<file path="src/rtl/rtc_pf_pkg.sv">
`timescale 1ns/1ps
package rtc_pf_pkg;
  localparam int REG_W     = 8;
  localparam int NUM_EVT   = 3;
  localparam int NUM_SCR   = 2;
  localparam int BIT_THR   = 7;
  localparam int BIT_LVD   = 6;
  localparam int BIT_HALT  = 4;
  localparam int EVT_LSB   = 0;
  typedef logic [REG_W-1:0] ctrl_word_t;
  localparam ctrl_word_t HALT_MASK = ctrl_word_t'(1) << BIT_HALT;

  function automatic int scr_pos(input int idx);
    return (idx == 0) ? 5 : 3;
  endfunction
endpackage

</file>
<file path="src/rtl/rtc_pf_sticky.sv">
`timescale 1ns/1ps
module rtc_pf_sticky #(
  parameter logic RST_VAL = 1'b0
) (
  input  logic clk,
  input  logic rst_n,
  input  logic set_i,
  input  logic wipe_i,
  input  logic clr_req_i,
  output logic q_o
);
  logic q_r;

  always_ff @(posedge clk or negedge rst_n) begin
    if (!rst_n)      q_r <= RST_VAL;
    else if (wipe_i) q_r <= 1'b0;
    else if (set_i)  q_r <= 1'b1;
    else if (clr_req_i) q_r <= 1'b0;
  end

  assign q_o = q_r;

  AST_SET_WINS: assert property (@(posedge clk) disable iff (!rst_n)
    set_i && !wipe_i |=> q_o) else $error("set lost");
  AST_FLAG_HOLDS: assert property (@(posedge clk) disable iff (!rst_n)
    q_o && !clr_req_i && !wipe_i |=> q_o) else $error("flag dropped");
  AST_NO_SPURIOUS_SET: assert property (@(posedge clk) disable iff (!rst_n)
    !q_o && !set_i |=> !q_o) else $error("flag set without source");
endmodule

</file>
<file path="src/rtl/rtc_pf_store.sv">
`timescale 1ns/1ps
module rtc_pf_store (
  input  logic clk,
  input  logic rst_n,
  input  logic wipe_i,
  input  logic wr_i,
  input  logic d_i,
  output logic q_o
);
  logic q_r;

  always_ff @(posedge clk or negedge rst_n) begin
    if (!rst_n)      q_r <= 1'b0;
    else if (wipe_i) q_r <= 1'b0;
    else if (wr_i)   q_r <= d_i;
  end

  assign q_o = q_r;

  AST_STORE_FOLLOWS: assert property (@(posedge clk) disable iff (!rst_n)
    wr_i && !wipe_i |=> q_o == $past(d_i)) else $error("store mismatch");
endmodule

</file>
<file path="src/rtl/rtc_pf_halt.sv">
`timescale 1ns/1ps
module rtc_pf_halt (
  input  logic clk,
  input  logic rst_n,
  input  logic osc_halt_i,
  input  logic clr_req_i,
  output logic halt_o,
  output logic glb_clr_o,
  output logic irq_block_o,
  output logic clk32_en_o
);
  logic halt_q;
  logic pulse_q;

  rtc_pf_sticky #(.RST_VAL(1'b1)) u_flag (
    .clk       (clk),
    .rst_n     (rst_n),
    .set_i     (osc_halt_i),
    .wipe_i    (1'b0),
    .clr_req_i (clr_req_i),
    .q_o       (halt_q)
  );

  always_ff @(posedge clk or negedge rst_n) begin
    if (!rst_n) pulse_q <= 1'b0;
    else        pulse_q <= osc_halt_i & ~halt_q;
  end

  assign halt_o      = halt_q;
  assign glb_clr_o   = pulse_q;
  assign irq_block_o = halt_q;
  assign clk32_en_o  = halt_q;

  AST_GCLR_SINGLE: assert property (@(posedge clk) disable iff (!rst_n)
    glb_clr_o |=> !glb_clr_o) else $error("clear pulse too long");
  AST_GCLR_WITH_FLAG: assert property (@(posedge clk) disable iff (!rst_n)
    glb_clr_o |-> halt_o) else $error("pulse without flag");
  AST_HALT_STAYS: assert property (@(posedge clk) disable iff (!rst_n)
    halt_o && !clr_req_i |=> halt_o) else $error("halt dropped");
endmodule

</file>
<file path="src/rtl/rtc_pf_ctrl.sv">
`timescale 1ns/1ps
module rtc_pf_ctrl
  import rtc_pf_pkg::*;
(
  input  logic               clk,
  input  logic               rst_n,
  input  logic               wr_en_i,
  input  logic [REG_W-1:0]   wr_data_i,
  output logic [REG_W-1:0]   rd_data_o,
  input  logic               low_supply_i,
  input  logic               osc_halt_i,
  input  logic [NUM_EVT-1:0] evt_set_i,
  output logic               mon_en_o,
  output logic               thr_sel_o,
  output logic               glb_clr_o,
  output logic               irq_block_o,
  output logic               clk32_en_o
);
  ctrl_word_t word;
  logic       wipe;
  logic       thr_q;
  logic       lvd_q;
  logic       halt_q;
  logic [NUM_SCR-1:0] scr_q;
  logic [NUM_EVT-1:0] evt_q;

  assign wipe = osc_halt_i;

  rtc_pf_store u_thr (
    .clk   (clk),
    .rst_n (rst_n),
    .wipe_i(wipe),
    .wr_i  (wr_en_i),
    .d_i   (wr_data_i[BIT_THR]),
    .q_o   (thr_q)
  );

  rtc_pf_sticky #(.RST_VAL(1'b0)) u_lvd (
    .clk       (clk),
    .rst_n     (rst_n),
    .set_i     (low_supply_i),
    .wipe_i    (wipe),
    .clr_req_i (wr_en_i & ~wr_data_i[BIT_LVD]),
    .q_o       (lvd_q)
  );

  rtc_pf_halt u_halt (
    .clk         (clk),
    .rst_n       (rst_n),
    .osc_halt_i  (osc_halt_i),
    .clr_req_i   (wr_en_i & ~wr_data_i[BIT_HALT]),
    .halt_o      (halt_q),
    .glb_clr_o   (glb_clr_o),
    .irq_block_o (irq_block_o),
    .clk32_en_o  (clk32_en_o)
  );

  for (genvar s = 0; s < NUM_SCR; s++) begin : g_scr
    localparam int POS = scr_pos(s);
    rtc_pf_store u_scr (
      .clk   (clk),
      .rst_n (rst_n),
      .wipe_i(wipe),
      .wr_i  (wr_en_i),
      .d_i   (wr_data_i[POS]),
      .q_o   (scr_q[s])
    );
  end

  for (genvar e = 0; e < NUM_EVT; e++) begin : g_evt
    localparam int POS = EVT_LSB + e;
    rtc_pf_sticky #(.RST_VAL(1'b0)) u_evt (
      .clk       (clk),
      .rst_n     (rst_n),
      .set_i     (evt_set_i[e]),
      .wipe_i    (wipe),
      .clr_req_i (wr_en_i & ~wr_data_i[POS]),
      .q_o       (evt_q[e])
    );
  end

  always_comb begin
    word = '0;
    word[BIT_THR]  = thr_q;
    word[BIT_LVD]  = lvd_q;
    word[BIT_HALT] = halt_q;
    for (int s = 0; s < NUM_SCR; s++) word[scr_pos(s)] = scr_q[s];
    for (int e = 0; e < NUM_EVT; e++) word[EVT_LSB + e] = evt_q[e];
  end

  assign rd_data_o = word;
  assign mon_en_o  = ~lvd_q;
  assign thr_sel_o = thr_q;

  AST_HALT_WIPES: assert property (@(posedge clk) disable iff (!rst_n)
    osc_halt_i |=> rd_data_o == HALT_MASK) else $error("halt wipe incomplete");
  AST_MON_OFF_HOLDS: assert property (@(posedge clk) disable iff (!rst_n)
    !mon_en_o && !osc_halt_i && !(wr_en_i && !wr_data_i[BIT_LVD]) |=> !mon_en_o)
    else $error("monitor re-enabled without clear");
  AST_THR_WRITE: assert property (@(posedge clk) disable iff (!rst_n)
    wr_en_i && !osc_halt_i |=> thr_sel_o == $past(wr_data_i[BIT_THR]))
    else $error("threshold write lost");
endmodule

</file>
<file path="config.mk">
export PLATFORM = sky130hd
export DESIGN_NAME = rtc_pf_ctrl
export DESIGN_NICKNAME = d
export VERILOG_FILES = /design/src/rtl/rtc_pf_pkg.sv /design/src/rtl/rtc_pf_sticky.sv /design/src/rtl/rtc_pf_store.sv /design/src/rtl/rtc_pf_halt.sv /design/src/rtl/rtc_pf_ctrl.sv
export SDC_FILE = /design/constraint.sdc
export NUM_CORES = 1
export LEC_CHECK = 0
export CAP_MARGIN = 20
export CORE_AREA = 2 2 41 47
export CTS_CLUSTER_SIZE = 12
export DETAILED_ROUTE_END_ITERATION = 6
export DIE_AREA = 0 0 43 49
export PLACE_DENSITY = 0.66
export SLEW_MARGIN = 40
export SYNTH_ARGS = -nofsm -noshare
export SYNTH_HDL_FRONTEND = slang
export SYNTH_SLANG_ARGS = --single-unit
</file>
<file path="constraint.sdc">
create_clock -name clk -period 0.8 [get_ports clk]
set_input_delay 0.16 -clock clk [delete_from_list [all_inputs] [get_ports clk]]
set_output_delay 0.16 -clock clk [all_outputs]
set_load 0.005 [all_outputs]
</file>
==> results of run 1 <==
## critical path, stage by stage (launching register included)
cell     delay, ps
dfstp_2        540
buf_6           90
buf_6           80
## power by group
part / internal (W) / switching (W) / total, W
Combinational: 0.000215 / 0.000111 / 0.000325
Sequential: 0.000487 / 0.0000162 / 0.000503
Clock: 0.000192 / 0.000158 / 0.000350
Total: 0.000893 / 0.000284 / 0.00118
## final cells by class
type	count	area [um2]
Fill cell	162	835
Timing Repair Buffer	45	383
Sequential cell	9	226
Multi-Input combinational cell	21	183
Clock buffer	4	26.3
Tap cell	18	22.5
Inverter	1	6.26
## flip-flops by register name, summed over array words and instances, names as in the netlist
signal	flops
g_evt.u_evt.q_o	3
g_scr.u_scr.q_o	2
u_halt.glb_clr_o	1
u_halt.u_flag.q_o	1
u_lvd.q_o	1
u_thr.q_o	1
## layer usage
| layer | vias to the layer above | wire length [um] |
|---|---|---|
| met5 | - | 0 |
| met4 | 0 | 4 |
| met3 | 2 | 76 |
| met2 | 20 | 636 |
| met1 | 187 | 411 |
| li1 | 202 | - |
## cell families after synthesis
logic type,count (synthesis)
AO/OA/AOI/OAI,1
AND/OR/NAND/NOR,17
multiplexers,3
buffers and inverters,12
flip-flops,9
## worst paths after layout
check | endpoint | slack (ps) | depth (start not counted)
max | rd_data_o[4] | -330 | 2
min | u_lvd.q_o$_DFFE_PN0P_ | 250 | 2
max reg2reg | u_halt.u_flag.q_o$_DFFE_PN1P_ | -260 | 5
min reg2reg | g_scr[0].u_scr.q_o$_DFFE_PN0P_ | 550 | 2
max in group asynchronous | u_halt.glb_clr_o$_DFF_PN0_ | 440 | 2
min in group clk | g_scr[1].u_scr.q_o$_DFFE_PN0P_ | 440 | 4
## timing repair
item                       4_1_cts  5_1_grt
buffers inserted                 6        4
gates resized for setup         64        4
setup endpoints to repair       22       17
pin swaps                        1        2
## layout by cell type, fill, tap and decap left out
| cell | synthesis | routed |
|---|---|---|
| clkdlybuf4s50_1 | 0 | 14 |
| buf_4 | 9 | 11 |
| buf_2 | 1 | 10 |
| buf_6 | 1 | 9 |
| dfrtp_1 | 8 | 8 |
| nor2_1 | 7 | 5 |
| nor3_2 | 4 | 4 |
| mux2i_1 | 3 | 3 |
| nor3b_2 | 4 | 3 |
| clkbuf_4 | 0 | 3 |
| nor2b_1 | 1 | 1 |
| inv_4 | 0 | 1 |
| nor2_2 | 0 | 1 |
| nor3b_4 | 0 | 1 |
| nor2_4 | 0 | 1 |
| nand2b_1 | 1 | 1 |
| a21o_1 | 1 | 1 |
| clkbuf_1 | 0 | 1 |
| dlygate4sd2_1 | 0 | 1 |
| dfstp_2 | 1 | 1 |
## per-stage QoR
step / cells / worst slack, ps / setup TNS [ps] / utilization, % / total power, W
2_1_floorplan: 42 / -10.1 / -20.1 / - / 0.000626
3_3_place_gp: 85 / -379 / -5840 / 45.2 / 0.000789
3_5_place_dp: 85 / -399 / -5960 / 45.2 / 0.000795
4_1_cts: 94 / -349 / -2960 / 47.8 / 0.00117
5_1_grt: 98 / -373 / -3580 / 50.4 / 0.00125
6_report: 98 / -334 / -2910 / 50.4 / 0.00118
==> impl_metrics.env, run 1 <==
export IMPL_ctsLongestPathBuffers=2
export IMPL_synth_most_common_cell="buf_4"
export IMPL_placed_area_um2=759
export IMPL_drtIter0Drc=4
export IMPL_ys_warn_count=0
export IMPL_gp_congestion=0.617
export IMPL_boundaryPins=29
export IMPL_use_met1_pct=12.1
export IMPL_drt_total_wl_mm=1.13
export IMPL_final_nets=97
export IMPL_top_usage_layer="met2"
export IMPL_synth_top_family_by_area="simple AND/OR/NAND/NOR gates"
export IMPL_syn_inst=42
export IMPL_grt_max_degree=6
export IMPL_clkTransAtPathRegs_ps=60
export IMPL_yosys_area_top_type_share_pct=41.7
export IMPL_cts_htree_levels=1
export IMPL_setup_violations=17
export IMPL_area_growth_pct=76.3
export IMPL_post_route_cell_area_um2=847
export IMPL_drv_cap=0
export IMPL_vias=411
export IMPL_ir_drop_mv=0.990
export IMPL_synth_compound_area_share_pct=1.56
export IMPL_synth_mux_area_share_pct=6.25
export IMPL_die_h_um=49
export IMPL_cp_required_ps=640
export IMPL_met3_usage_pct=4.44
export IMPL_core_um2=1680
export IMPL_synth_commonest_cells="buf_4, dfrtp_1, nor2_1"
export IMPL_antennaDiodeCount=0
export IMPL_post_dp_hpwl_um=827
export IMPL_rsz0062_at_grt="yes"
export IMPL_ys_seq_elements=9
export IMPL_synthAdderAreaFrac_pct=0
export IMPL_grt_antenna_before_repair=0
export IMPL_worst_slew_pin_slew_ps=193
export IMPL_vias_per_cell=4.19
export IMPL_synthSimpleGateAreaFrac_pct=26.8
export IMPL_drc_errors=0
export IMPL_status="finished, violations left"
export IMPL_fp_dieArea_um2=2110
export IMPL_grtUsageTotal_pct=11.0
export IMPL_synthDistinctLibCells=13
export IMPL_wl_per_cell_um=11.5
export IMPL_report_final_slew_viol_count=0
export IMPL_worstReg2RegStart="u_halt.u_flag.q_o$_DFFE_PN1P_"
export IMPL_crit_arrival_ps=970
export IMPL_drtAntennaViolNets=0
export IMPL_seq_area_frac_synth_pct=47.1
export IMPL_fmax_mhz=882
export IMPL_ys_flop_type="dfrtp_1"
export IMPL_syn_num_nets=58
export IMPL_clock_sinks=9
export IMPL_synth_area_per_cell_um2=11.4
export IMPL_cts_tree="yes"
export IMPL_synth_edf_count=0
export IMPL_drive_above_1_share_pct=56.3
export IMPL_hold_ws_ps=254
export IMPL_dr_pass1_iters=4
export IMPL_start_util_pct=28.6
export IMPL_violations="negative setup slack"
export IMPL_grt_remaining_overflow=0
export IMPL_numPortBuffers=28
export IMPL_clock_latency_ps=260
export IMPL_slew_headroom_pct=87.1
export IMPL_synthXorXnorAreaFrac_pct=0
export IMPL_syn_area_um2=480
export IMPL_cts_hold_buf=0
export IMPL_period_needed_ps=1130
export IMPL_holdCritPathClass="in2async"
export IMPL_power_leakage_nw=0.412
export IMPL_path_max_fanout=3
export IMPL_worstSetupPathType="reg2out"
export IMPL_skew_ps=1.78
export IMPL_grt_pass1_vias=382
export IMPL_period_share_pct=142
export IMPL_crit_path_start_kind="flip-flop"
export IMPL_die_width_um=43
export IMPL_cts_root_buf="clkbuf_4"
export IMPL_synth_area_leader_cell="dfrtp_1"
export IMPL_grt_first_pass_wirelength_mm=1.66
export IMPL_num_rows=16
export IMPL_power_density_nw_per_um2=1390
export IMPL_cts_buffers=3
export IMPL_use_met2_pct=18.4
export IMPL_synthTopCellsByArea="dfrtp_1, buf_4, nor3b_2"
export IMPL_crit_path_start="u_halt.u_flag.q_o$_DFFE_PN1P_"
export IMPL_async_reset_ff_share_pct=100
export IMPL_worst_slack_ps=-334
export IMPL_finalHoldViolations=0
export IMPL_cp_end_kind="output pin"
Note: power is estimated with default switching activity, not from simulation.
==> run 2: changes to the inputs <==
--- a/config.mk
+++ b/config.mk
@@ -5,7 +5,6 @@
 export SDC_FILE = /design/constraint.sdc
 export NUM_CORES = 1
 export LEC_CHECK = 0
-export CAP_MARGIN = 20
 export CORE_AREA = 2 2 41 47
 export CTS_CLUSTER_SIZE = 12
 export DETAILED_ROUTE_END_ITERATION = 6
==> constraint.sdc (replaced) <==
create_clock -name clk -period 0.8 [get_ports clk]
set_input_delay 0.16 -clock clk [delete_from_list [all_inputs] [get_ports clk]]
set_output_delay 0.16 -clock clk [all_outputs]
set_load 0.01 [all_outputs]
==> run 2 against run 1 <==
The flow still finishes with violations (negative setup slack). Cell area is 8.1% lower. Utilization fell by 4.1 points. Via count shrank 2.9%. Combinational power shrank 9.2%. Power shrank 1.4%. Register-to-register slack better by 170 ps. Critical path type unchanged. Setup slack better by 30 ps.
==> impl_metrics.env, run 2 (same netlist as run 1, synthesis figures left out) <==
export IMPL_ctsLongestPathBuffers=2
export IMPL_cts_hold_buf=0
export IMPL_finalHoldViolations=0
export IMPL_num_rows=16
export IMPL_pre_cts_slack_ps=-438
export IMPL_power_leakage_nw=0.376
export IMPL_worstSetupPathType="reg2out"
export IMPL_grtUsageTotal_pct=11.7
export IMPL_clkPwrFrac_pct=31.3
export IMPL_grt_max_degree=6
export IMPL_cts_htree_levels=1
export IMPL_grt_pass1_vias=401
export IMPL_report_final_slew_viol_count=0
export IMPL_final_nets=93
export IMPL_drt_total_wl_mm=1.15
export IMPL_rsz0062_at_grt="yes"
export IMPL_clock_latency_ps=270
export IMPL_rr_worst_depth=3
export IMPL_placed_area_um2=759
export IMPL_critPathSlowestCell="dfstp_2"
export IMPL_die_width_um=43
export IMPL_fmax_mhz=906
export IMPL_intPower_w=0.000859
export IMPL_worstReg2RegStart="u_halt.u_flag.q_o$_DFFE_PN1P_"
export IMPL_cts_buffers=3
export IMPL_path_delay_family="flip-flops"
export IMPL_core_um2=1680
export IMPL_status="finished, violations left"
export IMPL_cts_tree="yes"
export IMPL_post_route_cell_area_um2=778
export IMPL_wl_per_cell_um=12.2
export IMPL_p_sw_share_pct=26.0
export IMPL_crit_buf_inv=1
export IMPL_path_max_fanout=4
export IMPL_clock_sinks=9
export IMPL_hold_ws_ps=247
export IMPL_max_stage_delay_ps=540
export IMPL_gp_congestion=0.618
export IMPL_holdCritPathClass="in2async"
export IMPL_drive_above_1_share_pct=53.9
export IMPL_antennaDiodeCount=0
export IMPL_crit_arrival_ps=940
export IMPL_worst_slack_ps=-304
export IMPL_area_growth_pct=62.0
export IMPL_period_share_pct=138
export IMPL_tns_ps=-2610
export IMPL_r2r_slack_ps=-90
export IMPL_largest_reg_flops=3
export IMPL_vias_per_cell=4.24
export IMPL_drtAntennaViolNets=0
export IMPL_vias=399
export IMPL_final_cell_mix="clkdlybuf4s50_1, buf_2, buf_4, dfrtp_1, nor2_1"
export IMPL_fp_dieArea_um2=2110
export IMPL_numPortBuffers=28
export IMPL_fin_total_pwr_w=0.00116
export IMPL_skew_ps=5.38
export IMPL_grt_remaining_overflow=0
export IMPL_ir_drop_mv=0.738
export IMPL_worst_slew_pin_slew_ps=196
export IMPL_cp_end_kind="output pin"
export IMPL_switchingPower_w=0.000302
export IMPL_path_depth=1
export IMPL_grt_first_pass_wirelength_mm=1.68
export IMPL_period_needed_ps=1100
export IMPL_crit_path_start_kind="flip-flop"
export IMPL_grt_antenna_before_repair=0
export IMPL_die_h_um=49
export IMPL_cts_root_buf="clkbuf_4"
export IMPL_cp_required_ps=640
export IMPL_combPwrFrac_pct=25.5
export IMPL_setup_violations=17
export IMPL_start_util_pct=28.6
export IMPL_power_density_nw_per_um2=1490
export IMPL_drv_cap=0
export IMPL_drc_errors=0
export IMPL_clkTransAtPathRegs_ps=60
export IMPL_final_common_cell="clkdlybuf4s50_1"
export IMPL_drtIter0Drc=4
export IMPL_worstReg2RegEnd="u_halt.u_flag.q_o$_DFFE_PN1P_"
export IMPL_crit_chain="buf_2"
export IMPL_violations="negative setup slack"
export IMPL_post_dp_hpwl_um=833
export IMPL_boundaryPins=29
export IMPL_slew_headroom_pct=86.9
export IMPL_dr_pass1_iters=4
export IMPL_power_frac_seq_pct=43.3
==> run 2: cell types whose count changed in the layout (fill, tap and decap cells not counted), sizes merged <==
cell / previous run / this run
buf: 30 / 26
==> run 2: metrics by stage <==
stage	util, %	instances
5_1_grt	46.3	94
4_1_cts	44.1	91
3_3_place_gp	45.2	85
3_5_place_dp	45.2	85
2_1_floorplan	-	42
6_report	46.3	94
==> run 2: power by group through the flow <==
stage | logic (W) | registers [W] | clock network, W
6_report | 0.000295 | 0.000502 | 0.000363
5_1_grt | 0.000318 | 0.000505 | 0.000410
4_1_cts | 0.000274 | 0.000502 | 0.000381
3_5_place_dp | 0.000300 | 0.000513 | 0
3_3_place_gp | 0.000296 | 0.000511 | 0
2_1_floorplan | 0.000129 | 0.000514 | 0
==> run 2: final cells by class <==
class,count,area (um2)
Fill cell,175,903
Timing Repair Buffer,41,319
Sequential cell,9,226
Multi-Input combinational cell,21,180
Clock buffer,4,26.3
Tap cell,18,22.5
Inverter,1,3.75
==> run 2: how the worst max path moves through the flow <==
stage                                        from           end  slack [ps]
global route        u_halt.u_flag.q_o$_DFFE_PN1P_    clk32_en_o        -340
global placement    u_halt.u_flag.q_o$_DFFE_PN1P_    clk32_en_o        -410
detailed placement  u_halt.u_flag.q_o$_DFFE_PN1P_  rd_data_o[4]        -440
floorplan           u_halt.u_flag.q_o$_DFFE_PN1P_   irq_block_o         -50
CTS                 u_halt.u_flag.q_o$_DFFE_PN1P_  rd_data_o[4]        -320
finish              u_halt.u_flag.q_o$_DFFE_PN1P_  rd_data_o[4]        -300
==> run 2: what timing repair did <==
| item | CTS | global route |
|---|---|---|
| pin swaps | 1 | 1 |
| endpoints found under the setup margin | 22 | 16 |
| endpoints found under the hold margin | 0 | 0 |
| buffers inserted | 2 | 3 |
| gates resized for setup | 55 | 4 |
==> run 2: worst reg2reg max path, delay by kind of cell (launching register included) <==
kind / cells / cell delay, ps
buf+inv: 2 / 190
flops: 1 / 540
compound gates: 1 / 110
==> run 2: metal layers <==
metal  GRT usage, %  part of all wire (%)  vias to the layer above
met4           10.6                   3.8                        0
li1               -                     -                      193
met5              0                     0                        -
met1           11.2                    38                      187
met3           3.70                   4.6                        4
met2           19.2                    54                       15
